**config.mk**
```make
export PLATFORM = sky130hd
export DESIGN_NAME = banked_regfile
export DESIGN_NICKNAME = d
export VERILOG_FILES = /design/src/rtl/rf_pkg.sv /design/src/rtl/rf_index_map.sv /design/src/rtl/rf_gpr_mem.sv /design/src/rtl/rf_saved_status.sv /design/src/rtl/banked_regfile.sv
export SDC_FILE = /design/constraint.sdc
export NUM_CORES = 2
export LEC_CHECK = 0
export BUFFER_PORTS_ARGS = -buffer_cell sky130_fd_sc_hd__buf_2
export CELL_PAD_IN_SITES_DETAIL_PLACEMENT = 0
export CELL_PAD_IN_SITES_GLOBAL_PLACEMENT = 1
export CORE_MARGIN = 5
export CORE_UTILIZATION = 55
export CTS_BUF_LIST = sky130_fd_sc_hd__clkbuf_8
export CTS_CLUSTER_SIZE = 8
export DETAILED_ROUTE_END_ITERATION = 8
export HOLD_SLACK_MARGIN = 0.03
export PLACE_DENSITY = 0.94
export SLEW_MARGIN = 20
export SYNTH_ARGS = -nofsm -noshare
export SYNTH_HDL_FRONTEND = slang
export SYNTH_SLANG_ARGS = --single-unit
```
**constraint.sdc**
```tcl
create_clock -name clk -period 13.79 [get_ports clk]
set_input_delay 3.4475 -clock clk [delete_from_list [all_inputs] [get_ports clk]]
set_output_delay 3.4475 -clock clk [all_outputs]
set_load 0.05 [all_outputs]
```
**src/rtl/rf_pkg.sv**
```systemverilog
`timescale 1ns/1ps
package rf_pkg;
  localparam logic [4:0] M_USR = 5'b10000;
  localparam logic [4:0] M_FIQ = 5'b10001;
  localparam logic [4:0] M_IRQ = 5'b10010;
  localparam logic [4:0] M_SVC = 5'b10011;
  localparam logic [4:0] M_ABT = 5'b10111;
  localparam logic [4:0] M_UND = 5'b11011;
  localparam logic [4:0] M_SYS = 5'b11111;

  typedef enum logic [2:0] {
    BK_USR = 3'd0,
    BK_FIQ = 3'd1,
    BK_IRQ = 3'd2,
    BK_SVC = 3'd3,
    BK_ABT = 3'd4,
    BK_UND = 3'd5
  } bank_e;

  localparam int PC_IDX          = 15;
  localparam int FIQ_LO          = 8;
  localparam int SP_IDX          = 13;
  localparam int FIQ_SIZE        = PC_IDX - FIQ_LO;
  localparam int SMALL_SIZE      = PC_IDX - SP_IDX;
  localparam int NUM_SMALL_BANKS = 4;
  localparam int NUM_SAVED       = NUM_SMALL_BANKS + 1;
  localparam int NUM_PHYS        = PC_IDX + FIQ_SIZE + NUM_SMALL_BANKS * SMALL_SIZE;

  function automatic bank_e bank_of(input logic [4:0] m);
    case (m)
      M_FIQ:   return BK_FIQ;
      M_IRQ:   return BK_IRQ;
      M_SVC:   return BK_SVC;
      M_ABT:   return BK_ABT;
      M_UND:   return BK_UND;
      default: return BK_USR;
    endcase
  endfunction

  function automatic logic has_saved(input logic [4:0] m);
    return bank_of(m) != BK_USR;
  endfunction
endpackage

```
**src/rtl/rf_index_map.sv**
```systemverilog
`timescale 1ns/1ps
module rf_index_map
  import rf_pkg::*;
#(
  parameter int IW = 4,
  parameter int PW = 5
) (
  input  bank_e           bank_i,
  input  logic [IW-1:0]   arch_i,
  output logic [PW-1:0]   phys_o,
  output logic            pc_sel_o
);
  int a;
  int p;

  always_comb begin
    a = int'(arch_i);
    p = a;
    if (bank_i == BK_FIQ && a >= FIQ_LO && a < PC_IDX) begin
      p = PC_IDX + (a - FIQ_LO);
    end else if (bank_i != BK_USR && bank_i != BK_FIQ && a >= SP_IDX && a < PC_IDX) begin
      p = PC_IDX + FIQ_SIZE + (int'(bank_i) - int'(BK_IRQ)) * SMALL_SIZE + (a - SP_IDX);
    end
    phys_o   = PW'(p);
    pc_sel_o = (a == PC_IDX);
  end
endmodule

```
**src/rtl/rf_gpr_mem.sv**
```systemverilog
`timescale 1ns/1ps
module rf_gpr_mem #(
  parameter int DW    = 32,
  parameter int DEPTH = 30,
  parameter int PW    = 5,
  parameter int NRD   = 2
) (
  input  logic                    clk,
  input  logic                    we_i,
  input  logic [PW-1:0]           waddr_i,
  input  logic [DW-1:0]           wdata_i,
  input  logic [NRD-1:0][PW-1:0]  raddr_i,
  output logic [NRD-1:0][DW-1:0]  rdata_o
);
  logic [DW-1:0] mem [DEPTH];

  always_ff @(posedge clk) begin
    if (we_i) mem[waddr_i] <= wdata_i;
  end

  for (genvar g = 0; g < NRD; g++) begin : g_rd
    assign rdata_o[g] = mem[raddr_i[g]];
  end
endmodule

```
**src/rtl/rf_saved_status.sv**
```systemverilog
`timescale 1ns/1ps
module rf_saved_status
  import rf_pkg::*;
#(
  parameter int DW    = 32,
  parameter int NSLOT = 5
) (
  input  logic          clk,
  input  logic          rst,
  input  bank_e         bank_i,
  input  logic          we_i,
  input  logic [DW-1:0] wdata_i,
  output logic [DW-1:0] rdata_o
);
  logic [DW-1:0] slot_q [NSLOT];
  logic [2:0]    sel;
  logic          valid;

  assign valid = (bank_i != BK_USR);
  assign sel   = 3'(bank_i) - 3'd1;

  always_ff @(posedge clk) begin
    if (rst) begin
      for (int i = 0; i < NSLOT; i++) slot_q[i] <= '0;
    end else if (we_i && valid) begin
      slot_q[sel] <= wdata_i;
    end
  end

  assign rdata_o = valid ? slot_q[sel] : '0;
endmodule

```
**src/rtl/banked_regfile.sv**
```systemverilog
`timescale 1ns/1ps
module banked_regfile
  import rf_pkg::*;
#(
  parameter int          DW       = 32,
  parameter int          IW       = 4,
  parameter logic [31:0] PC_RESET = 32'h0
) (
  input  logic          clk,
  input  logic          rst,
  input  logic [4:0]    mode_i,
  input  logic [IW-1:0] rd_a_idx,
  output logic [DW-1:0] rd_a_data,
  input  logic [IW-1:0] rd_b_idx,
  output logic [DW-1:0] rd_b_data,
  input  logic          wr_en,
  input  logic [IW-1:0] wr_idx,
  input  logic [DW-1:0] wr_data,
  output logic [DW-1:0] pc_q,
  input  logic          pc_wr_en,
  input  logic [DW-1:0] pc_wr_data,
  output logic [DW-1:0] sr_rd_data,
  input  logic          sr_wr_en,
  input  logic [DW-1:0] sr_wr_data
);
  localparam int PW    = $clog2(NUM_PHYS);
  localparam int NRD   = 2;
  localparam int NPORT = NRD + 1;
  localparam int WPORT = NRD;

  bank_e                      bank;
  logic [NPORT-1:0][IW-1:0]   arch_idx;
  logic [NPORT-1:0][PW-1:0]   phys_idx;
  logic [NPORT-1:0]           pc_sel;
  logic [NRD-1:0][DW-1:0]     mem_rd;
  logic                       mem_we;

  assign bank     = bank_of(mode_i);
  assign arch_idx = {wr_idx, rd_b_idx, rd_a_idx};

  for (genvar g = 0; g < NPORT; g++) begin : g_map
    rf_index_map #(.IW(IW), .PW(PW)) u_map (
      .bank_i   (bank),
      .arch_i   (arch_idx[g]),
      .phys_o   (phys_idx[g]),
      .pc_sel_o (pc_sel[g])
    );
  end

  assign mem_we = wr_en && !rst && !pc_sel[WPORT];

  rf_gpr_mem #(.DW(DW), .DEPTH(NUM_PHYS), .PW(PW), .NRD(NRD)) u_mem (
    .clk     (clk),
    .we_i    (mem_we),
    .waddr_i (phys_idx[WPORT]),
    .wdata_i (wr_data),
    .raddr_i (phys_idx[NRD-1:0]),
    .rdata_o (mem_rd)
  );

  always_ff @(posedge clk) begin
    if (rst)           pc_q <= DW'(PC_RESET);
    else if (pc_wr_en) pc_q <= pc_wr_data;
  end

  assign rd_a_data = pc_sel[0] ? pc_q : mem_rd[0];
  assign rd_b_data = pc_sel[1] ? pc_q : mem_rd[1];

  rf_saved_status #(.DW(DW), .NSLOT(NUM_SAVED)) u_sr (
    .clk     (clk),
    .rst     (rst),
    .bank_i  (bank),
    .we_i    (sr_wr_en),
    .wdata_i (sr_wr_data),
    .rdata_o (sr_rd_data)
  );
endmodule

```
# Yosys cells after proc, flatten, opt, wreduce, memory -nomap -nowiden
# Memories as Yosys holds them, arrays and structs flattened.
# Index checks and enable logic that the tools add are counted.
[classes]
mux = 20
n_addsub = 15
n_eq_ne = 10
n_reduce_logical = 20
order_cmp = 9
[ops]
columns = ["operator", "n"]
rows = [
  ["32-bit two-way mux", 4],
  ["32-bit OR reduction", 1],
  ["5-bit two-way mux", 6],
  ["4-bit by 4-bit subtractor with 5-bit output (second input constant)", 6],
  ["5-bit == test (second input constant)", 5],
  ["4-bit >= comparator (second input constant)", 6],
  ["5-bit adder (first input constant)", 4],
  ["1-bit logical AND", 16],
  ["5-bit adder", 3],
  ["3-bit case mux with 5 select lines", 1],
  ["4-bit by 1-bit == test with 1-bit output (second input constant)", 3],
  ["4-bit < comparator (second input constant)", 3],
  ["1-bit two-way mux", 8],
  ["3-bit by 2-bit subtractor with 4-bit output (second input constant)", 1],
  ["3-bit by 1-bit == test with 1-bit output (second input constant)", 1],
  ["3-bit two-way mux", 1],
  ["3-bit by 1-bit inequality test with 1-bit output (second input constant)", 1],
  ["3-bit nonzero test", 1],
  ["3-bit by 1-bit subtractor with 3-bit output (second input constant)", 1],
  ["1-bit logical NOT", 2],
]
[word_totals]
ram_bits = 1120
memories = 2
inputBits = 118
ff_bits = 32
[mem_list]
columns = ["memory", "words", "width", "rd", "rd_ports_with_merged_regs", "write_ports", "line_no", "rtl"]
rows = [
  ["u_mem.mem", 30, 32, 2, 0, 1, "rf_gpr_mem.sv:15", "logic [DW-1:0] mem [DEPTH];"],
  ["u_sr.slot_q", 5, 32, 1, 0, 5, "rf_saved_status.sv:15", "logic [DW-1:0] slot_q [NSLOT];"],
]

# Logic depth before layout (Yosys ltp)
# An unclocked memory read counts as a cell.
[depth]
ltp_word = 10
depth_mapped = 22

# Modules after synthesis
# From an unflattened synthesis, not the netlist that was laid out.
[hier_totals]
hier_cells = 3430
hier_area_um2 = 58820.2
[by_module_without_submodules]
columns = ["mod", "instances", "seq_area_each_um2", "cells_each", "area_per_inst_um2"]
rows = [
  ["rf_gpr_mem", 1, 28827.6, 2495, 44639.1],
  ["rf_saved_status", 1, 7687.4, 625, 10859.2],
  ["banked_regfile", 1, 640.6, 184, 2274.7],
  ["rf_index_map", 3, 0.0, 42, 349.1],
]

# Least setup slack after synthesis
# Ideal clock, no wire load.
[synth_timing]
kind = "input port to output port"
from = "in mode_i[4]"
to = "out rd_b_data[20]"
path_slack_ns = 1.120
t_arrival_ns = 9.222
cell_stages = 22
path_buffers = 8
required_time_ns = 10.342
cell_sequence = "nor2b_1 -> and3_1 -> clkbuf_1 -> buf_1 -> ha_1 -> clkbuf_1 -> clkbuf_1 -> inv_1 -> ha_1 -> ha_1 -> a21o_1 -> a21oi_1 -> xor2_1 -> xnor2_1 -> a21oi_1 -> clkbuf_1 -> buf_2 -> nand2_1 -> clkbuf_1 -> clkbuf_1 -> a211oi_1 -> nor4_1"
[synth_between]
elab_chain_len = 10
word_cells_on_any_way = 21
[synth_rtl]
columns = ["item", "line_no", "rtl"]
rows = [
  ["start, declared", "banked_regfile.sv:11", "input logic [4:0] mode_i,"],
  ["5-bit == test", "rf_pkg.sv:30", "case (m)"],
  ["3-bit case mux with 5 select lines (*)", "rf_pkg.sv:30", ""],
  ["branches (longest 5 deep; another with 5-bit adder)", "-", ""],
  ["5-bit two-way mux (*)", "rf_index_map.sv:19", "if (bank_i == BK_FIQ && a >= FIQ_LO && a < PC_IDX) begin"],
  ["memory 30 x 32 bit (*)", "-", ""],
  ["32-bit two-way mux (*)", "banked_regfile.sv:67", "assign rd_b_data = pc_sel[1] ? pc_q : mem_rd[1];"],
  ["end, declared", "banked_regfile.sv:15", "output logic [DW-1:0] rd_b_data,"],
]
# Mark *: on every way between the ends.

# Final worst setup path
[layout_timing]
from = "in mode_i[2]"
to = "out rd_a_data[24]"
[layout_between]
elab_chain_len = 10
word_cells_on_any_way = 21
[layout_rtl]
columns = ["item", "line_no", "rtl"]
rows = [
  ["5-bit == test", "rf_pkg.sv:30", ""],
  ["3-bit case mux with 5 select lines (*)", "rf_pkg.sv:30", ""],
  ["branches (longest 5 deep; another with 5-bit adder)", "-", ""],
  ["5-bit two-way mux (*)", "rf_index_map.sv:19", ""],
  ["memory 30 x 32 bit (*)", "-", ""],
  ["32-bit two-way mux (*)", "banked_regfile.sv:66", "assign rd_a_data = pc_sel[0] ? pc_q : mem_rd[0];"],
  ["end, declared", "banked_regfile.sv:13", "output logic [DW-1:0] rd_a_data,"],
]
# Marks and branches as above.

==> flow_metrics.py <==
metrics = {
    "synth": {
        "synth_top_area_share_pct": 61.3,
        "synthesis.area_um2": 59500,
        "async_flop_share_pct": 0,
        "syn-mean-instance-area_um2": 11.7,
        "yosys-top-cells-area": "edfxtp_1, nand2_1, mux4_2",
        "ys_types": 66,
        "synth_nets": 5243,
        "netlist_instances": 5089,
        "synth_edf_count": 1216,
        "synth_seq_cells": 1248,
        "yosysSeqAreaShare_pct": 62.4,
        "yosys_warnings": 0,
        "synth_top_flop_cell": "edfxtp_1",
        "synth_top_area_cell": "edfxtp_1",
    },
    "die": {
        "die_h_um": 339,
        "core_um2": 107000,
        "row_count": 120,
        "ios": 246,
        "die_area_um2": 115000,
        "die_w_um": 339,
        "initial_core_util_pct": 55.5,
    },
    "layout": {
        "fillers": 8119,
        "drive_gt1_share_pct": 16.5,
        "areaGrowthSynthToFinish_pct": 11.4,
        "fin_nets": 5445,
        "multiInputGateArea_um2": 21100,
        "seqCellArea_um2": 37200,
        "utilization_pct": 61.8,
        "finalNonFillerCells": 6830,
    },
    "sta": {
        "slew-limit-headroom_pct": 24.4,
        "finalHoldViolations": 0,
        "drv_slew": 0,
        "finClkSkew_ns": 0,
        "fin_crit_ns": 12.76,
        "worst_slew_pin_slew_ns": 1.12,
        "tns_ns": 0,
        "fin_crit_sh_pct": 92.5,
        "final-setup-viol-count": 0,
        "fmax_ghz": 0.0784,
        "rsz0062_at_grt": "false",
        "fin_ws_ns": 1.03,
    },
    "place": {
        "post-place-cells": 6497,
        "portBuffers": 245,
        "place_ws_ns": 1.14,
        "gp_congestion": 0.902,
        "dpl.hpwl_um": 112000,
    },
    "cts": {
        "clock_sinks": 1248,
        "cts_made_buffers": 195,
        "cts_hold_buf": 0,
        "h-tree-depth": 4,
        "cts_setup_buffers": 0,
        "cts_tree": "yes",
        "cts.clk_slew.worst_paths_ns": 0.06,
        "clk_path_buf_depth": 3,
        "cts_root_buf": "clkbuf_8",
        "clkLatencyLatePin_ns": 0.88,
        "cts_resized": 0,
    },
    "detailed_routing": {
        "firstDrtPassIters": 6,
        "ant_nets": 0,
        "via_per_inst": 6.68,
        "vias": 45700,
        "wl_per_cell_um": 28.3,
        "routed_wl_um": 193000,
        "drc": 0,
        "initialDrtViolationCount": 7516,
    },
    "grt": {
        "overflow": 0,
        "grt_pass1_wl_um": 282000,
        "grt_max_degree": 141,
        "antenna_found_initial": 20,
        "grt_usage_pct": 32.7,
        "grt_pass1_vias": 44400,
    },
    "power": {
        "cellPowerDensity_nw_per_um2": 126,
        "total_power_mw": 8.38,
        "power_leakage_nw": 23.8,
        "max-vdd-ir-drop_uv": 93.6,
    },
    "worst_setup_path": {
        "cp-start-kind": "input pin",
        "critical_path_arrival_ns": 9.31,
        "endpoint_kind": "output port",
        "crit_type": "in -> out",
        "cp_data_required_time_ns": 10.34,
        "reg2reg_depth": 2,
        "cp_max_fo": 32,
    },
    "hold_path": {
        "worstHoldPathCells": 2,
        "hold_class": "reg -> reg",
    },
    "flow_run": {
        "maxCapViolations": 0,
    },
    "status": {
        "status": "completed",
    },
}
==> cell usage in the layout, fill, tap and decap left out, types with 71 or more instances in the layout <==
cell and instances:
and2_1 160, nor2_1 104, and3_1 90, buf_2 220
nand2_1 1346, inv_1 99, mux2i_1 105, a31oi_1 119
clkbuf_8 198, nand3_1 334, o22ai_1 71, buf_4 121
edfxtp_1 1216, o21ai_0 123, mux4_2 161, a21oi_1 361
==> area by class of cell <==
| cell class | count | share of cell area [%] |
|---|---|---|
| Sequential cell | 1248 | 56.0 |
| Multi-Input combinational cell | 3438 | 31.8 |
| Timing Repair Buffer | 385 | 4.36 |
| Clock buffer | 198 | 4.11 |
| Tap cell | 1403 | 2.65 |
| Clock inverter | 128 | 0.917 |
| Inverter | 23 | 0.130 |
| Antenna cell | 7 | 0.0264 |
==> layer usage <==
metal | vias up | share of wire, % | track usage, %
met2 | 3926 | 45 | 49.5
met4 | 16 | 6.8 | 20.4
met3 | 718 | 14 | 8.40
met1 | 21800 | 34 | 42.5
met5 | - | 0.078 | 0
li1 | 19200 | - | -
==> cell usage after synthesis (all sizes together) (31+ instances only) <==
| cell type | number |
|---|---|
| nor3 | 41 |
| nand3 | 339 |
| o21ai | 131 |
| nor2 | 134 |
| and2 | 162 |
| mux2i | 105 |
| o22ai | 72 |
| ha | 33 |
| edfxtp | 1216 |
| a21oi | 363 |
| and3 | 91 |
| nand2 | 1347 |
| clkbuf | 224 |
| a31oi | 119 |
| a21o | 33 |
| mux2 | 45 |
| mux4 | 161 |
| dfxtp | 32 |
| a211oi | 31 |
| buf | 156 |
==> state kept, by name (all words and copies together) (netlist names) <==
| register | cells |
|---|---|
| pc_q | 32 |
| u_mem.mem | 960 |
| u_sr.slot_q | 256 |
==> cell families (layout without fill, tap and decap cells) <==
family	after synthesis	after routing	synth area share, %
xor gates and xnor gates	16	16	0.298
and+or+nand+nor	2230	2230	16.5
AOI/OAI and AO/OA	845	845	8.35
buffers and inverters	403	734	2.93
DFF	1248	1248	62.4
muxes	311	311	8.71
adders and majority gates	36	36	0.794
other	0	7	0
==> report_power, final <==
| part | switching, mW | total (mW) | leakage [nW] | internal [mW] |
|---|---|---|---|---|
| sequential | 0.0326 | 4.25 | 11.3 | 4.22 |
| clock | 1.44 | 2.78 | 1.97 | 1.34 |
| combinational | 0.922 | 1.34 | 10.5 | 0.417 |
| total | 2.40 | 8.38 | 23.8 | 5.98 |
==> through the flow <==
stage,instance area [µm²],hold WS (ns)
2_1_floorplan,59500,0.760
4_1_cts,66300,0.562
3_5_place_dp,63000,0.552
6_report,66300,0.559
3_3_place_gp,62900,0.550
5_1_grt,66300,0.601
==> worst max-delay path, stage by stage <==
cell,delay (ns)
buf_2,0.12
nor2b_1,0.17
and3_2,0.46
ha_4,0.41
inv_1,0.19
ha_1,0.35
fa_1,0.42
or4_1,0.52
o221a_2,0.29
or2_2,0.67
nor2_4,0.84
buf_4,0.46
a22oi_1,0.15
nand3_1,0.20
and3_1,0.22
buf_2,0.33
==> path summary, 6_finish.rpt <==
check             startpoint            end  slack (ns)
hold / removal       pc_q[0]        pc_q[0]        0.56
setup / recovery   mode_i[2]  rd_a_data[24]        1.03
hold reg to reg      pc_q[0]        pc_q[0]        0.56
setup reg to reg    pc_q[30]       pc_q[30]       12.85
Note: power is estimated with default switching activity, not from simulation.
